File: src/rtl/msr_pkg.sv
package msr_pkg;
  localparam int NLINES  = 4;
  localparam int IDX_DCD = 3;
  localparam int IDX_RI  = 2;
  localparam int IDX_DSR = 1;
  localparam int IDX_CTS = 0;

  // Active-high line level: control outputs in loopback, inverted pins otherwise.
  function automatic logic [NLINES-1:0] select_level(input logic lp,
                                                     input logic [NLINES-1:0] pin_n,
                                                     input logic [NLINES-1:0] ctl);
    return lp ? ctl : ~pin_n;
  endfunction

  // Change event: any toggle, or only asserted-to-deasserted when trail_only.
  function automatic logic delta_event(input logic prev, input logic cur,
                                       input logic trail_only);
    return trail_only ? (prev & ~cur) : (prev ^ cur);
  endfunction

  // Sticky flag update; a new event wins over a clearing read.
  function automatic logic next_flag(input logic flag, input logic evt,
                                     input logic clr);
    return evt | (flag & ~clr);
  endfunction
endpackage

File: src/rtl/msr_sync.sv
module msr_sync #(
  parameter int W      = 4,
  parameter int STAGES = 2
) (
  input  logic         clk,
  input  logic         rst_n,
  input  logic [W-1:0] d_n,
  output logic [W-1:0] q_n
);
  logic [W-1:0] stg [STAGES];

  // Stages reset to the deasserted (high) level.
  always_ff @(posedge clk or negedge rst_n) begin
    if (!rst_n) begin
      for (int i = 0; i < STAGES; i++) stg[i] <= '1;
    end else begin
      stg[0] <= d_n;
      for (int i = 1; i < STAGES; i++) stg[i] <= stg[i-1];
    end
  end

  assign q_n = stg[STAGES-1];
endmodule

File: src/rtl/msr_edge.sv
module msr_edge #(
  parameter bit TRAIL_ONLY = 1'b0
) (
  input  logic clk,
  input  logic rst_n,
  input  logic lvl,
  input  logic rd_clr,
  output logic cur,
  output logic flag,
  output logic evt
);
  logic cur_q, prev_q, flag_q;

  // Present and previous levels reset to deasserted, so a line held
  // asserted at reset release yields an event.
  always_ff @(posedge clk or negedge rst_n) begin
    if (!rst_n) begin
      cur_q  <= 1'b0;
      prev_q <= 1'b0;
      flag_q <= 1'b0;
    end else begin
      cur_q  <= lvl;
      prev_q <= cur_q;
      flag_q <= msr_pkg::next_flag(flag_q, evt, rd_clr);
    end
  end

  assign evt  = msr_pkg::delta_event(prev_q, cur_q, TRAIL_ONLY);
  assign cur  = cur_q;
  assign flag = flag_q;
endmodule

File: src/rtl/modem_status_reg.sv
module modem_status_reg #(
  parameter int SYNC_STAGES = 2
) (
  input  logic       clk,
  input  logic       rst_n,
  input  logic       pin_dcd_n,
  input  logic       pin_ri_n,
  input  logic       pin_dsr_n,
  input  logic       pin_cts_n,
  input  logic       lpbk_en,
  input  logic       ctl_dtr,
  input  logic       ctl_rts,
  input  logic       ctl_out1,
  input  logic       ctl_out2,
  input  logic       rd_stb,
  output logic [7:0] rd_data,
  input  logic       irq_en,
  output logic       irq
);
  import msr_pkg::*;

  localparam int NL = NLINES;

  logic [NL-1:0] pins_n, pins_sync_n, ctl_vec, line_lvl;
  logic [NL-1:0] line_cur, line_flag, line_evt;

  // Line vectors ordered {carrier, ring, data set ready, clear to send}.
  assign pins_n  = {pin_dcd_n, pin_ri_n, pin_dsr_n, pin_cts_n};
  assign ctl_vec = {ctl_out2, ctl_out1, ctl_dtr, ctl_rts};

  msr_sync #(.W(NL), .STAGES(SYNC_STAGES)) u_sync (
    .clk   (clk),
    .rst_n (rst_n),
    .d_n   (pins_n),
    .q_n   (pins_sync_n)
  );

  assign line_lvl = select_level(lpbk_en, pins_sync_n, ctl_vec);

  for (genvar i = 0; i < NL; i++) begin : g_line
    msr_edge #(.TRAIL_ONLY(i == IDX_RI)) u_edge (
      .clk    (clk),
      .rst_n  (rst_n),
      .lvl    (line_lvl[i]),
      .rd_clr (rd_stb),
      .cur    (line_cur[i]),
      .flag   (line_flag[i]),
      .evt    (line_evt[i])
    );
  end

  assign rd_data = {line_cur, line_flag};
  assign irq     = irq_en & (|line_flag);
endmodule

File: config.mk
export PLATFORM = sky130hd
export DESIGN_NAME = modem_status_reg
export DESIGN_NICKNAME = d
export VERILOG_FILES = /design/src/rtl/msr_pkg.sv /design/src/rtl/msr_sync.sv /design/src/rtl/msr_edge.sv /design/src/rtl/modem_status_reg.sv
export SDC_FILE = /design/constraint.sdc
export NUM_CORES = 1
export LEC_CHECK = 0
export ABC_AREA = 1
export BUFFER_PORTS_ARGS = -buffer_cell sky130_fd_sc_hd__buf_2
export CAP_MARGIN = 40
export CORE_MARGIN = 2
export CORE_UTILIZATION = 42
export CTS_CLUSTER_DIAMETER = 40
export CTS_CLUSTER_SIZE = 25
export DETAILED_ROUTE_END_ITERATION = 16
export MAX_ROUTING_LAYER = met4
export PLACE_DENSITY_LB_ADDON = 0.05
export SLEW_MARGIN = 30
export SYNTH_ARGS = -nofsm -noshare
export SYNTH_HDL_FRONTEND = slang
export SYNTH_SLANG_ARGS = --single-unit
File: constraint.sdc
create_clock -name clk -period 0.8 [get_ports clk]
set_clock_uncertainty 0.1 [all_clocks]
set_input_delay 0 -clock clk [delete_from_list [all_inputs] [get_ports clk]]
set_output_delay 0 -clock clk [all_outputs]
set_load 0.05 [all_outputs]
==> implementation parameters <==
Parameter                              Value

Outcome
  Status ... finished with violations
  Failing checks ... negative setup slack

Detailed routing
  Routed length on met3 ... 47 um
  Met2 wire length ... 616 um
  Wire length per cell after detailed routing ... 9.54 um
  Detailed-route wire length on metal 1 ... 415 um
  Routed vias/inst ... 4.41
  Residual antenna-violating net count after detailed routing ... 0
  Topmost layer with routed signal wires ... met4
  Routed wire length ... 1.09 mm
  1st-pass router iterations ... 1
  DRC marker count from the first detailed-route iteration ... 0
  DRC violation count after routing ... 0
  Total via count after detailed routing ... 503

Critical path
  Number of cells on the worst reg-to-reg path ... 3
  Category of the critical setup timing path ... flip-flop to output pin
  Worst path slowest cell ... dfrtp_1
  CP arrival ... 1.06 ns
  Critical Path Fanout Max ... 2
  Slowest cell delay on critical path ... 0.42 ns
  Endpoint required time on the critical path ... 0.70 ns
  Critical path's top delay family ... flip-flops
  Critical-path cell list ... nor2_4 -> a21oi_4 -> buf_6
  Setup crit end kind ... output pin
  Total stage count of the critical path ... 3
  WP buf/inv ... 1
  Critical path launch point type ... flip-flop

Die
  Die Width ... 45.1 um
  Top-Level Pins ... 22
  Area of the core ... 0.00154 mm2
  Area enclosed by the die boundary ... 0.00203 mm2
  Row Count ... 14
  Die Height ... 45.1 um
  Starting density of the core ... 46.0%

Timing
  Hold Vio Cnt, Final ... 0
  Unrepaired setup endpoints after global routing ... true
  Max Transition Viols Final ... 0
  Final setup violating endpoints ... 14
  Worst hold margin ... 0.0670 ns
  Post-route minimum period ... 1.16 ns
  Fmax achieved ... 0.861 GHz
  Crit path setup slack, layout ... -0.361 ns
  Rel. slew slack ... 72.5%
  Slew at the pin with the worst max-slew slack ... 0.413 ns
  Final Cycle Share ... 145%

Placed design
  Final HPWL DP ... 715 um
  Buffers added on ports ... 21
  Final RePlAce weighted congestion ... 0.632

Flow run
  MaxCap Viol Count ... 0

Global routing
  Number of antenna violations at the first check in global routing ... 0
  Total congestion overflow after global routing ... 0
  Wire length of the first global-routing pass ... 1.79 mm
  Number of global-route vias before repair ... 477
  Total track usage ... 13.1%
  Pin count of the biggest net entering global routing ... 21

Yosys
  Largest cells by area after synthesis ... dfrtp_1 (42%), dfstp_2 (30%), buf_4 (8.5%)
  Unique masters post-synth ... 9
  Cell taking the most area after synthesis ... dfrtp_1
  Count of synthesis-stage warnings from yosys ... 0
  Share of the synthesized area in the top cell type ... 42.3%
  Mapped Avg Cell Area ... 11.4 um2
  Post-synthesis cell area ... 709 um2
  #FFs+latches synth ... 20
  Instance count of the mapped netlist ... 62
  Post-Syn Nets ... 75
  Sequential fraction of the synthesis area ... 72.0%

Finish
  Total Nets Final ... 113
  # fillers ... 112
  Layout cell share with drive strength beyond 1 ... 54.1%
  Inserted Diodes ... 0
  Area added between synthesis and finish ... 54.1%

Clock tree
  TritonCTS clock tree ... yes
  Deepest clock path buffer count ... 2
  # clock sinks ... 20
  CTS buffer count ... 3
  Number of levels the H-tree was split into ... 1
  Clock latency on the worst-skew pair ... 0.28 ns
  Root Buffer Master ... clkbuf_4
  Clock transition time at the flip-flop clock pins of the worst setup and hold paths ... 0.10 ns

Hold path
  Worst Hold Class ... primary input to asynchronous set/reset pin

Power and ir drop
  LEAKAGE ... 0.000540 uW
  Pwr Total ... 2160 uW
  Max IR drop VDD ... 1.41 mV
  Power Density ... 1970 mW/mm2
[sequential cells by signal (all words and copies together), names as in the netlist]
register / count
g_line.u_edge.flag: 4
u_sync.stg: 4
g_line.u_edge.cur: 4
u_sync.q_n: 4
g_line.u_edge.prev_q: 4
[per-stage QoR]
step	instance area [um2]	util, %	setup slack, ns	std cells	setup TNS [ns]
2_1_floorplan	723	-	-0.0489	62	-0.0489
3_3_place_gp	818	53.1	-0.102	95	-0.268
3_5_place_dp	818	53.1	-0.132	95	-0.366
4_1_cts	1060	68.7	-0.387	113	-2.60
5_1_grt	1090	70.9	-0.414	114	-2.95
6_report	1090	70.9	-0.361	114	-2.41
[cell type report]
type                            instances  area (um2)  share of cell area (%)
Sequential cell                        20         510                    46.7
Timing Repair Buffer                   41         354                    32.4
Multi-Input combinational cell         25         153                    14.0
Inverter                                9        33.8                    3.09
Clock buffer                            3        22.5                    2.06
Tap cell                               16        20.0                    1.83
[synthesized netlist by cell type]
master,number
nand2_1,14
buf_4,8
nor2_1,2
o21ai_0,5
a21oi_1,1
dfstp_2,8
inv_1,9
dfrtp_1,12
nand3_1,3
[layer usage]
metal	vias to the layer above	global-route usage, %
met3	2	2.40
met4	0	7.06
met5	-	-
li1	253	-
met1	234	11.6
met2	14	25.4
[worst paths after layout]
| check | from | end | slack [ns] |
|---|---|---|---|
| worst max-delay path | g_line[0].u_edge.flag | irq | -0.36 |
| worst min-delay path | rst_n | g_line[3].u_edge.cur | 0.07 |
| worst max register to register | g_line[0].u_edge.flag | g_line[0].u_edge.flag | -0.10 |
| worst min register to register | u_sync.stg[6] | u_sync.q_n[2] | 0.26 |
| max in group asynchronous | rst_n | u_sync.q_n[2] | 0.21 |
| min in group clk | pin_ri_n | u_sync.stg[6] | 0.25 |
[cell families after synthesis]
| group | Yosys count | share of synthesized area, % |
|---|---|---|
| buf+inv | 17 | 13.2 |
| flops | 20 | 72.0 |
| compound gates | 6 | 4.23 |
| simple gates | 19 | 10.6 |
[cell usage in the layout, fill, tap and decap left out]
| cell type | n |
|---|---|
| dlygate4sd3_1 | 11 |
| buf_2 | 12 |
| inv_1 | 8 |
| inv_2 | 1 |
| buf_8 | 1 |
| nand2_1 | 10 |
| o21ai_2 | 3 |
| nor2_2 | 1 |
| dfrtp_1 | 12 |
| nor2_4 | 1 |
| dfstp_2 | 8 |
| o21ai_1 | 2 |
| nand2_2 | 4 |
| a21oi_4 | 1 |
| clkbuf_4 | 3 |
| buf_4 | 6 |
| buf_6 | 11 |
| nand3_1 | 2 |
| nand3_2 | 1 |
[worst reg2reg max path, delay by kind of cell, from the launching register on]
family | cells | cell delay [ns]
flip-flops | 1 | 0.42
AND/OR/NAND/NOR | 2 | 0.13
buffers and inverters | 1 | 0.15
[what timing repair did]
item,4_1_cts,5_1_grt
endpoints found under the hold margin,32,0
setup endpoints to repair,13,17
pin swaps,2,3
gates resized for setup,25,13
hold buffers,11,0
buffers inserted,4,1
[where the power goes]
part | switching [uW] | total (uW) | internal, uW
combinational | 308 | 567 | 259
clock | 265 | 439 | 175
sequential | 48.2 | 1150 | 1100
total | 621 | 2160 | 1540
Note: power is estimated with default switching activity, not from simulation.
